==> src/rtl/drc_pkg.sv <==
package drc_pkg;
    typedef enum logic [1:0] {
        ST_IDLE = 2'd0,
        ST_SCAN = 2'd1,
        ST_FULL = 2'd2,
        ST_FIN  = 2'd3
    } drc_state_e;
endpackage

==> src/rtl/drc_run_tracker.sv <==
// Decides, for one accepted line, whether a run opens, closes or flushes.
module drc_run_tracker #(
    parameter int LINE_W = 12
) (
    input  logic              dirty,
    input  logic              last,
    input  logic              open_q,
    input  logic [LINE_W-1:0] start_q,
    input  logic [LINE_W-1:0] cur,
    input  logic [LINE_W-1:0] lines,
    output logic              open_d,
    output logic [LINE_W-1:0] start_d,
    output logic              emit,
    output logic [LINE_W-1:0] emit_y,
    output logic [LINE_W-1:0] emit_h
);
    always_comb begin
        open_d  = open_q;
        start_d = start_q;
        emit    = 1'b0;
        emit_y  = start_q;
        emit_h  = '0;
        if (dirty && !open_q) begin
            open_d  = 1'b1;
            start_d = cur;
        end
        if (!dirty && open_q) begin
            emit   = 1'b1;
            emit_y = start_q;
            emit_h = cur - start_q;
            open_d = 1'b0;
        end
        if (last) begin
            open_d = 1'b0;
            if (dirty) begin
                emit   = 1'b1;
                emit_y = open_q ? start_q : cur;
                emit_h = lines - (open_q ? start_q : cur);
            end
        end
    end
endmodule

==> src/rtl/drc_out_slot.sv <==
// Single-entry holding register for outgoing records.
module drc_out_slot #(
    parameter int LINE_W = 12
) (
    input  logic              clk,
    input  logic              rst_n,
    input  logic              load,
    input  logic [LINE_W-1:0] load_y,
    input  logic [LINE_W-1:0] load_h,
    input  logic              ready,
    output logic              valid,
    output logic [LINE_W-1:0] y,
    output logic [LINE_W-1:0] h
);
    typedef struct packed {
        logic              v;
        logic [LINE_W-1:0] y;
        logic [LINE_W-1:0] h;
    } slot_t;

    slot_t slot_d, slot_q;

    always_comb begin
        slot_d = slot_q;
        if (slot_q.v && ready) begin
            slot_d.v = 1'b0;
        end
        if (load) begin
            slot_d.v = 1'b1;
            slot_d.y = load_y;
            slot_d.h = load_h;
        end
    end

    always_ff @(posedge clk or negedge rst_n) begin
        if (!rst_n) begin
            slot_q <= '0;
        end else begin
            slot_q <= slot_d;
        end
    end

    assign valid = slot_q.v;
    assign y     = slot_q.y;
    assign h     = slot_q.h;
endmodule

==> src/rtl/dirty_run_coalescer.sv <==
module dirty_run_coalescer #(
    parameter int LINE_W = 12
) (
    input  logic              clk,
    input  logic              rst_n,
    input  logic              start_i,
    input  logic [LINE_W-1:0] lines_i,
    input  logic              full_i,
    input  logic              line_valid_i,
    input  logic              line_dirty_i,
    output logic              line_ready_o,
    output logic              upd_valid_o,
    input  logic              upd_ready_i,
    output logic [LINE_W-1:0] upd_y_o,
    output logic [LINE_W-1:0] upd_h_o,
    output logic              done_o
);
    import drc_pkg::*;

    localparam logic [LINE_W-1:0] ONE = LINE_W'(1);

    typedef struct packed {
        drc_state_e        st;
        logic [LINE_W-1:0] cur;
        logic [LINE_W-1:0] lines;
        logic [LINE_W-1:0] start;
        logic              open;
        logic              done;
    } ctl_t;

    ctl_t q, d;

    logic              out_valid;
    logic              load;
    logic [LINE_W-1:0] load_y, load_h;
    logic              line_acc, is_last;
    logic              trk_open, trk_emit;
    logic [LINE_W-1:0] trk_start, trk_y, trk_h;
    logic [LINE_W-1:0] lines_cur;

    assign line_ready_o = (q.st == ST_SCAN) && !out_valid;
    assign line_acc     = line_valid_i && line_ready_o;
    assign is_last      = (q.cur == (q.lines - ONE));
    assign lines_cur    = q.lines;

    drc_run_tracker #(.LINE_W(LINE_W)) u_trk (
        .dirty   (line_dirty_i),
        .last    (is_last),
        .open_q  (q.open),
        .start_q (q.start),
        .cur     (q.cur),
        .lines   (q.lines),
        .open_d  (trk_open),
        .start_d (trk_start),
        .emit    (trk_emit),
        .emit_y  (trk_y),
        .emit_h  (trk_h)
    );

    always_comb begin
        d      = q;
        d.done = 1'b0;
        load   = 1'b0;
        load_y = '0;
        load_h = '0;
        case (q.st)
            ST_IDLE: begin
                if (start_i) begin
                    d.lines = lines_i;
                    d.cur   = '0;
                    d.start = '0;
                    d.open  = 1'b0;
                    if (lines_i == '0) begin
                        d.st = ST_FIN;
                    end else if (full_i) begin
                        d.st = ST_FULL;
                    end else begin
                        d.st = ST_SCAN;
                    end
                end
            end
            ST_FULL: begin
                if (!out_valid) begin
                    load   = 1'b1;
                    load_y = '0;
                    load_h = q.lines;
                    d.st   = ST_FIN;
                end
            end
            ST_SCAN: begin
                if (line_acc) begin
                    d.open  = trk_open;
                    d.start = trk_start;
                    load    = trk_emit;
                    load_y  = trk_y;
                    load_h  = trk_h;
                    if (is_last) begin
                        d.st = ST_FIN;
                    end else begin
                        d.cur = q.cur + ONE;
                    end
                end
            end
            ST_FIN: begin
                if (!out_valid) begin
                    d.done = 1'b1;
                    d.st   = ST_IDLE;
                end
            end
            default: d.st = ST_IDLE;
        endcase
    end

    always_ff @(posedge clk or negedge rst_n) begin
        if (!rst_n) begin
            q.st    <= ST_IDLE;
            q.cur   <= '0;
            q.lines <= '0;
            q.start <= '0;
            q.open  <= 1'b0;
            q.done  <= 1'b0;
        end else begin
            q <= d;
        end
    end

    drc_out_slot #(.LINE_W(LINE_W)) u_out (
        .clk    (clk),
        .rst_n  (rst_n),
        .load   (load),
        .load_y (load_y),
        .load_h (load_h),
        .ready  (upd_ready_i),
        .valid  (out_valid),
        .y      (upd_y_o),
        .h      (upd_h_o)
    );

    assign upd_valid_o = out_valid;
    assign done_o      = q.done;
endmodule

==> config.mk <==
export PLATFORM = sky130hd
export DESIGN_NAME = dirty_run_coalescer
export DESIGN_NICKNAME = d
export VERILOG_FILES = /design/src/rtl/drc_pkg.sv /design/src/rtl/drc_run_tracker.sv /design/src/rtl/drc_out_slot.sv /design/src/rtl/dirty_run_coalescer.sv
export SDC_FILE = /design/constraint.sdc
export NUM_CORES = 1
export LEC_CHECK = 0
export ABC_AREA = 1
export BUFFER_PORTS_ARGS = -buffer_cell sky130_fd_sc_hd__buf_2
export CORE_ASPECT_RATIO = 1.25
export CORE_MARGIN = 2
export CORE_UTILIZATION = 35
export CTS_CLUSTER_SIZE = 8
export DETAILED_ROUTE_END_ITERATION = 10
export GPL_TIMING_DRIVEN = 0
export HOLD_SLACK_MARGIN = 0.03
export PLACE_DENSITY = 0.59
export SYNTH_ARGS = -nofsm -noshare
export SYNTH_HDL_FRONTEND = slang
export SYNTH_SLANG_ARGS = --single-unit
==> constraint.sdc <==
create_clock -name clk -period 7.4 [get_ports clk]
set_input_delay 1.11 -clock clk [delete_from_list [all_inputs] [get_ports clk]]
set_output_delay 1.11 -clock clk [all_outputs]
set_load 0.02 [all_outputs]
; Word level (Yosys, flattened, before mapping)
; Index checks and enable logic that the tools add are counted.
[totals]
ram_bits = 0
rom_bits = 0
reg_bits = 65
n_memories = 0
in_bits = 19
out_inout_bits = 27
latchBits = 0
[op_classes]
div = 0
multipliers = 0
add_sub_neg = 4
n_reduce_logical = 17
n_bitwise = 0
magnitude_cmp = 0
mux = 36
shifts = 0
eq_ne = 12
[op_table]
columns = operator, count
row1 = two-way mux 12 bit, 12
row2 = one-hot mux 12 bit (2 select lines), 2
row3 = two-way mux 39 bit, 1
row4 = one-hot mux 13 bit (2 select lines), 1
row5 = two-way mux 25 bit, 1
row6 = subtractor 12 bit, 2
row7 = two-way mux 14 bit, 1
row8 = two-way mux 13 bit, 1
row9 = adder 12 x 1 -> 12 bit (second input constant), 1
row10 = equality test 12 bit, 1
row11 = zero test 12 bit, 1
row12 = != test 2 bit (second input constant), 6
row13 = AND reduction 4 bit, 3
row14 = subtractor 12 x 1 -> 12 bit (second input constant), 1
row15 = two-way mux 1 bit, 10
row16 = two-way mux 2 bit, 5
row17 = one-hot mux 2 bit (4 select lines), 1
row18 = logical AND 1 bit, 5
row19 = AND reduction 5 bit, 1
row20 = equality test 2 bit (second input constant), 2
row21 = != test 4 x 2 -> 1 bit (second input constant), 1
row22 = nonzero test 2 bit, 2
row23 = zero test 1 bit, 3
row24 = equality test 2 x 1 -> 1 bit (second input constant), 1
row25 = 4 further kinds, 4

; Depth between registers and ports, before layout
; Gate-level depths: netlist of the first run.
[depth]
depth_word = 8
depth_mapped = 21
ltp_nobuf = 20

; By module
; From an unflattened synthesis of the first run, not the netlist that was laid out.
[unflattened]
hier_cells = 892
hier_area_um2 = 5798.1
[modules_own_cells]
columns = module, cells_per_inst, area_each_um2, instances
row1 = dirty_run_coalescer, 420, 2926.6, 1
row2 = drc_run_tracker, 366, 1865.5, 1
row3 = drc_out_slot, 106, 1006.0, 1

; Least setup slack after synthesis of the first run
; Ideal clock, no wire load.
[synth_timing]
path_kind = input -> register
from = in line_dirty_i
to = reg u_out.slot_q, in the netlist u_out.h[0]
arrival_time_ns = 2.664
stages = 13
setup_time_ns = 0.065
n_path_buf = 2
setup_slack_ns = 4.671
cell_sequence = inv_1 -> clkbuf_1 -> ha_1 -> clkbuf_1 -> inv_1 -> or2_2 -> nand2_1 -> nand2_1 -> nand4_1 -> nand3_1 -> nand2_1 -> nand3_1 -> nand2_1
[synth_between]
elab_chain_cells = 7
word_cells_on_any_way = 12
[synth_lines]
columns = element, line
row1 = start: declaration, dirty_run_coalescer.sv:10  ; input logic line_dirty_i,
row2 = zero test 1 bit, drc_run_tracker.sv:27  ; if (!dirty && open_q) begin
row3 = logical AND 1 bit, drc_run_tracker.sv:27
row4 = two-way mux 12 bit or two-way mux 1 bit (tied branches), drc_run_tracker.sv:27
row5 = two-way mux 12 bit or two-way mux 1 bit (tied branches), drc_run_tracker.sv:35  ; if (dirty) begin
row6 = two-way mux 12 bit or two-way mux 1 bit (tied branches), drc_run_tracker.sv:33  ; if (last) begin
row7 = two-way mux 12 bit or two-way mux 1 bit (tied branches), dirty_run_coalescer.sv:91  ; if (line_acc) begin
row8 = one-hot mux 12 bit (2 select lines) or one-hot mux 1 bit (2 select lines) (tied branches), dirty_run_coalescer.sv:66  ; case (q.st)
row9 = end signal: assignment, drc_out_slot.sv:39  ; slot_q <= slot_d;
row10 = end: declaration, drc_out_slot.sv:21  ; slot_t slot_d, slot_q;
; Parallel ways exist; a longest one is shown, timed or not.
; A chain may end at the register's enable or synchronous reset.

; Worst setup path after layout of the first run
[layout_timing]
from = in line_dirty_i
to = reg u_out.slot_q, in the netlist u_out.h[3]
; The elaborated chain is that of the path after synthesis.

==> results of run 1 <==
-- cells by family after synthesis --
| logic type | count (synthesis) | share of synthesized area (%) |
|---|---|---|
| DFF | 65 | 27.5 |
| AOI/OAI and AO/OA | 97 | 8.86 |
| and+or+nand+nor | 567 | 42.4 |
| muxes | 3 | 0.571 |
| buffers and inverters | 145 | 10.5 |
| xor gates and xnor gates | 20 | 2.96 |
| adders and majority gates | 33 | 7.23 |
-- worst min-delay path, cell delays in order (launching register included) --
cell	delay [ns]
dfrtp_1	0.33
nand2_1	0.06
nand2_1	0.05
-- registers in the layout, summed over array words and instances, names as in the netlist --
signal / flops
q: 27
lines_cur: 12
u_out.h: 12
u_out.y: 12
done_o: 1
u_out.valid: 1
-- cells in the mapped netlist, drive strengths merged, types with 4 or more instances --
cell,count,area share [%]
a21oi,33,2.8
buf,23,2.8
clkbuf,16,1.0
dfrtp,65,27
ha,31,6.6
inv,106,6.7
nand2,354,23
nand3,103,9.2
nand4,19,2.1
nor2,69,5.4
nor3,9,0.95
nor4,4,0.42
o21ai,47,4.0
o21bai,4,0.51
o31ai,8,1.0
or2,5,0.53
xnor2,6,0.89
xor2,14,2.1
-- path summary, 6_finish.rpt --
path,from,to,slack [ns],cells after the start
setup / recovery,line_dirty_i,u_out.h[3],4.19,15
hold / removal,u_out.y[8],u_out.y[8],0.47,2
setup reg to reg,q[1],u_out.h[8],4.31,21
hold reg to reg,u_out.y[8],u_out.y[8],0.47,2
max in group asynchronous,rst_n,q[7],5.96,1
min in group asynchronous,rst_n,u_out.h[7],0.88,1
-- area by class of cell --
| type | count | area share, % |
|---|---|---|
| Buffer | 39 | 3.35 |
| Clock buffer | 12 | 3.82 |
| Clock inverter | 3 | 0.596 |
| Inverter | 106 | 5.92 |
| Multi-Input combinational cell | 720 | 54.6 |
| Sequential cell | 65 | 24.2 |
| Tap cell | 220 | 4.10 |
| Timing Repair Buffer | 45 | 3.39 |
-- power by group through the flow --
stage | logic, mW | clock network, mW | registers [mW]
2_1_floorplan | 1.06 | 0 | 0.549
3_3_place_gp | 1.44 | 0 | 0.559
3_5_place_dp | 1.45 | 0 | 0.559
4_1_cts | 1.46 | 0.442 | 0.554
5_1_grt | 1.65 | 0.457 | 0.565
6_report | 1.46 | 0.437 | 0.558
-- layer usage --
layer	global-route usage, %	up-vias
met2	37.3	163
met1	25.3	2755
met3	2.33	53
li1	-	3098
met5	0	-
met4	12.8	0
-- metrics by stage --
stage	hold slack [ns]	instances
floorplan	0.509	930
global placement	0.459	1195
detailed placement	0.462	1195
CTS	0.476	1210
global route	0.484	1210
finish	0.472	1210
==> flow_metrics.env, run 1 <==
export IMPL_cts_tree="built"
export IMPL_placementRows=53
export IMPL_clockPowerShare_pct=17.8
export IMPL_synthFlopType="dfrtp_1"
export IMPL_drive_above_1_share_pct=12.9
export IMPL_clock_path_buffers=2
export IMPL_drt_met1_wl_mm=7.84
export IMPL_outcome="finished clean"
export IMPL_min_period_ns=3.21
export IMPL_dpl_cell_area_mm2=0.00642
export IMPL_hold_path_class="flip-flop to flip-flop"
export IMPL_track_usage_pct=21.4
export IMPL_syn_mean_instance_area_um2=6.36
export IMPL_cts_repair_resized=0
export IMPL_syn_inst=930
export IMPL_grt_max_degree=66
export IMPL_cp_buffers_inverters=5
export IMPL_fin_util_pct=40.2
export IMPL_start_util_pct=35.4
export IMPL_insertedDiodeCount=0
export IMPL_hold_violations=0
export IMPL_syn2layout_area_growth_pct=13.5
export IMPL_htree_levels=3
export IMPL_clock_root_buffer="clkbuf_16"
export IMPL_p_int_mw=1.19
export IMPL_cpPeakStageDelay_ns=0.43
export IMPL_viasPerCell=5.02
export IMPL_power_frac_comb_pct=59.5
export IMPL_drt_wl_total_mm=18.7
export IMPL_worstSetupPathType="primary input to flip-flop"
export IMPL_grt_pass1_wl_mm=29.6
export IMPL_chipWidth_um=120
export IMPL_maxCapViolations=0
export IMPL_power_switching_mw=1.27
export IMPL_antenna_found_initial=0
export IMPL_p_leak_nw=3.61
export IMPL_holdBufCountCts=0
export IMPL_gp_congestion=0.941
export IMPL_final_cell_area_mm2=0.00672
export IMPL_synth_edff_count=0
export IMPL_fillCellCount=1804
export IMPL_fmaxAchievable_ghz=0.311
export IMPL_pwr_share_seq_pct=22.7
export IMPL_finalWorstSetupSlack_ns=4.19
export IMPL_drc=0
export IMPL_wl_met3_um=613
export IMPL_synthArstFlopShare_pct=100
export IMPL_setup_viol=0
export IMPL_globalRouteOverflowTotal=0
export IMPL_vias=6069
export IMPL_final_max_slew_violation_count=0
export IMPL_clk_pin_slew_ns=0.05
export IMPL_io_pins=46
export IMPL_p_sw_share_pct=51.6
export IMPL_cp_max_fo=10
export IMPL_portBuffers=45
export IMPL_layout_common_cells="nand2_1 (345), nand3_1 (97), inv_1 (95)"
export IMPL_fin_skew_ns=0.00908
export IMPL_grt_pass1_vias=5875
export IMPL_core_area_mm2=0.0167
export IMPL_dr_pass1_iters=7
export IMPL_tightest_slew_ns=0.854
export IMPL_multiInputGateArea_mm2=0.00367
export IMPL_maxSlewHeadroom_pct=43.1
export IMPL_final_common_cell="nand2_1"
export IMPL_power_total_mw=2.45
export IMPL_seq_area_frac_synth_pct=27.5
export IMPL_synth_cell_area_mm2=0.00592
export IMPL_die_area_mm2=0.0180
export IMPL_p_per_area_mw_per_mm2=365
export IMPL_nets=1038
export IMPL_post_synth_num_cell_types=41
export IMPL_worst_path_most_repeated_cell="nand2_1"
export IMPL_seq_area_mm2=0.00163
export IMPL_dp_hpwl_mm=14.9
export IMPL_drtIter0Drc=409
export IMPL_wl_met2_mm=9.22
export IMPL_worst_ep_arrival_time_ns=3.48
export IMPL_critPathRequiredTime_ns=7.67
export IMPL_endpoint_kind="flip-flop"
export IMPL_ys_warnings_count=0
export IMPL_ys_ff_latch=65
export IMPL_startpoint_type="primary input"
export IMPL_ir_worst_vdd_mv=0.139
export IMPL_cts_buffers=9
export IMPL_worst_path_max_delay_cell="clkbuf_1"
export IMPL_cp_cell_sequence="buf_2 > inv_1 > clkbuf_1 > ha_1 > clkbuf_1 > inv_1 > a21oi_1 > o21ai_0 > nand2_1 > nand2_1 > nand4_1 > nand3_1 > nand2_1 > nand3_1 > nand2_1"
export IMPL_dp_slack_ns=3.90
export IMPL_clock_sinks=65
export IMPL_crit_family="buffers and inverters"
export IMPL_postCtsSetupRepairBufs=0
export IMPL_synthesis_nets=982
export IMPL_fin_crit_sh_pct=43.4
export IMPL_timing_setup_tns_ns=0
export IMPL_wl_per_cell_um=15.5
export IMPL_top_layer_used="met4"
export IMPL_fp_dieH_um=149
export IMPL_antenna_left=0
export IMPL_clk_latency_ns=0.34
export IMPL_rsz0062_at_grt="no"
Note: power is estimated with default switching activity, not from simulation.
==> inputs of run 2 (changes only) <==
--- a/config.mk
+++ b/config.mk
@@ -14,7 +14,7 @@
 export DETAILED_ROUTE_END_ITERATION = 10
 export GPL_TIMING_DRIVEN = 0
 export HOLD_SLACK_MARGIN = 0.03
-export PLACE_DENSITY = 0.59
+export PLACE_DENSITY = 0.61
 export SYNTH_ARGS = -nofsm -noshare
 export SYNTH_HDL_FRONTEND = slang
 export SYNTH_SLANG_ARGS = --single-unit
==> constraint.sdc (replaced) <==
create_clock -name clk -period 2.9 [get_ports clk]
set_input_delay 0.435 -clock clk [delete_from_list [all_inputs] [get_ports clk]]
set_output_delay 0.435 -clock clk [all_outputs]
set_load 0.02 [all_outputs]
==> run 2 against run 1 <==
Wire length decreased by 0.29%. Power grew to 2.6 times the previous value. Clock-buffer cell count decreased by 3. Clock power increased to 2.9 times the previous value. Non-clock buffer count down 2. Register-to-register slack got worse by 4.1 ns. Design area rose by 0.93%. Critical endpoint is now u_out.y[3]. Combinational power grew to 2.6 times the previous value. Utilization up 0.37 points. Critical path depth down 1.
==> flow_metrics.env, run 2 (synthesis results as in run 1) <==
export IMPL_gp_congestion=0.954
export IMPL_power_switching_mw=3.26
export IMPL_grt_busiest_layer="met2"
export IMPL_grt_max_degree=66
export IMPL_worstSetupPathType="flip-flop to flip-flop"
export IMPL_fin_skew_ns=0.0118
export IMPL_endpoint_kind="flip-flop"
export IMPL_drc=0
export IMPL_p_per_area_mw_per_mm2=952
export IMPL_insertedDiodeCount=0
export IMPL_placementRows=53
export IMPL_pwr_share_seq_pct=22.1
export IMPL_portBuffers=45
export IMPL_drive_above_1_share_pct=14.2
export IMPL_p_int_mw=3.19
export IMPL_fp_dieH_um=149
export IMPL_worst_path_max_delay_cell="nor3b_4"
export IMPL_track_usage_pct=21.2
export IMPL_startpoint_type="flip-flop"
export IMPL_final_cells=1209
export IMPL_start_util_pct=35.4
export IMPL_layout_common_cells="nand2_1 (345), nand3_1 (97), inv_1 (94)"
export IMPL_final_max_slew_violation_count=0
export IMPL_cts_buffers=9
export IMPL_reg2reg_slack_ns=0.19
export IMPL_wl_per_cell_um=15.4
export IMPL_holdBufCountCts=0
export IMPL_cp_max_fo=10
export IMPL_dp_slack_ns=-0.193
export IMPL_place_inst=1195
export IMPL_fin_crit_sh_pct=93.3
export IMPL_drt_wl_total_mm=18.7
export IMPL_power_frac_comb_pct=58.0
export IMPL_min_period_ns=2.71
export IMPL_clock_sinks=65
export IMPL_largest_register="q"
export IMPL_clk_latency_ns=0.34
export IMPL_clockPowerShare_pct=19.9
export IMPL_p_sw_share_pct=50.5
export IMPL_antenna_left=0
export IMPL_power_total_mw=6.46
export IMPL_globalRouteOverflowTotal=0
export IMPL_htree_levels=3
export IMPL_worst_ep_arrival_time_ns=2.99
export IMPL_cp_buffers_inverters=3
export IMPL_finalWorstSetupSlack_ns=0.195
export IMPL_dp_hpwl_mm=14.8
export IMPL_core_area_mm2=0.0167
export IMPL_hold_path_class="primary input to asynchronous set/reset pin"
export IMPL_met1_usage_pct=25.7
export IMPL_use_met3_pct=2.41
export IMPL_r2r_end="u_out.y[3]"
export IMPL_critPathRequiredTime_ns=3.18
export IMPL_clk_pin_slew_ns=0.06
export IMPL_tightest_slew_ns=0.854
export IMPL_antenna_found_initial=0
export IMPL_grtUsageMet2_pct=36.9
export IMPL_fmaxAchievable_ghz=0.370
export IMPL_worst_path_most_repeated_cell="nand2_1"
export IMPL_io_pins=46
export IMPL_p_leak_nw=3.63
export IMPL_vias=6040
export IMPL_outcome="finished clean"
export IMPL_worstRegToRegCells=14
export IMPL_ir_worst_vdd_mv=0.328
export IMPL_maxCapViolations=0
export IMPL_grt_pass1_vias=5704
export IMPL_dr_pass1_iters=7
export IMPL_drtIter0Drc=439
export IMPL_largest_reg_flops=27
export IMPL_cpPeakStageDelay_ns=0.47
export IMPL_die_area_mm2=0.0180
export IMPL_cp_cell_sequence="inv_2 > ha_2 > or2_2 > nand2_1 > nor2_2 > inv_2 > nor3b_4 > nand3_2 > nor2_4 > buf_6 > nand2_1 > a21oi_1 > nand3_1 > nand2_1"
export IMPL_nets=1036
export IMPL_fillCellCount=1814
export IMPL_crit_family="simple AND/OR/NAND/NOR gates"
export IMPL_viasPerCell=5.00
export IMPL_clock_path_buffers=2
export IMPL_hold_violations=0
export IMPL_clock_root_buffer="clkbuf_16"
export IMPL_setup_viol=0
export IMPL_grt_pass1_wl_mm=29.4
export IMPL_chipWidth_um=120
export IMPL_r2r_start="lines_cur[1]"
export IMPL_timing_setup_tns_ns=0
export IMPL_final_common_cell="nand2_1"
export IMPL_syn2layout_area_growth_pct=14.6
export IMPL_cts_tree="built"
export IMPL_maxSlewHeadroom_pct=43.1
==> run 2: worst max path at each step <==
stage | depth (start not counted) | startpoint | endpoint
floorplan | 21 | q[1] | u_out.h[8]
global placement | 21 | q[1] | u_out.h[8]
detailed placement | 21 | q[1] | u_out.h[8]
CTS | 18 | q[1] | u_out.h[8]
global route | 16 | q[1] | u_out.h[11]
finish | 14 | lines_cur[1] | u_out.y[3]
==> run 2: routing by layer <==
metal  vias to the layer above  share of wire [%]
li1                       3093                  -
met1                      2734                 43
met2                       167                 49
met3                        46                3.6
met4                         0                4.6
met5                         -                  0
==> run 2: timing repair <==
action / 4_1_cts / 5_1_grt
setup endpoints to repair: 9 / 49
resized for setup: 2 / 17
buffers inserted: 0 / 0
==> run 2: layout make-up <==
cell class | instances | area [µm²] | area share (%)
timing repair buffer | 45 | 228 | 3.36
multi-input combinational | 720 | 3680 | 54.3
clock buffer | 9 | 225 | 3.32
clock inverter | 7 | 119 | 1.75
buffer | 37 | 224 | 3.30
inverter | 106 | 398 | 5.87
sequential | 65 | 1630 | 24.0
tap | 220 | 275 | 4.06
==> run 2: power by group through the flow <==
stage	sequential [mW]	combinational, mW	clock [mW]
after global placement	1.43	3.66	0
after floorplan	1.40	2.70	0
after CTS	1.42	3.70	1.29
after global routing	1.45	4.20	1.34
final	1.43	3.75	1.28
after detailed placement	1.43	3.69	0
==> run 2: stage by stage <==
step	utilization (%)	instance area [µm²]	hold slack [ns]
after floorplan	-	5920	0.139
after global placement	38.4	6420	0.458
after detailed placement	38.4	6420	0.460
after CTS	40.5	6760	0.252
after global routing	40.6	6780	0.257
final	40.6	6780	0.210
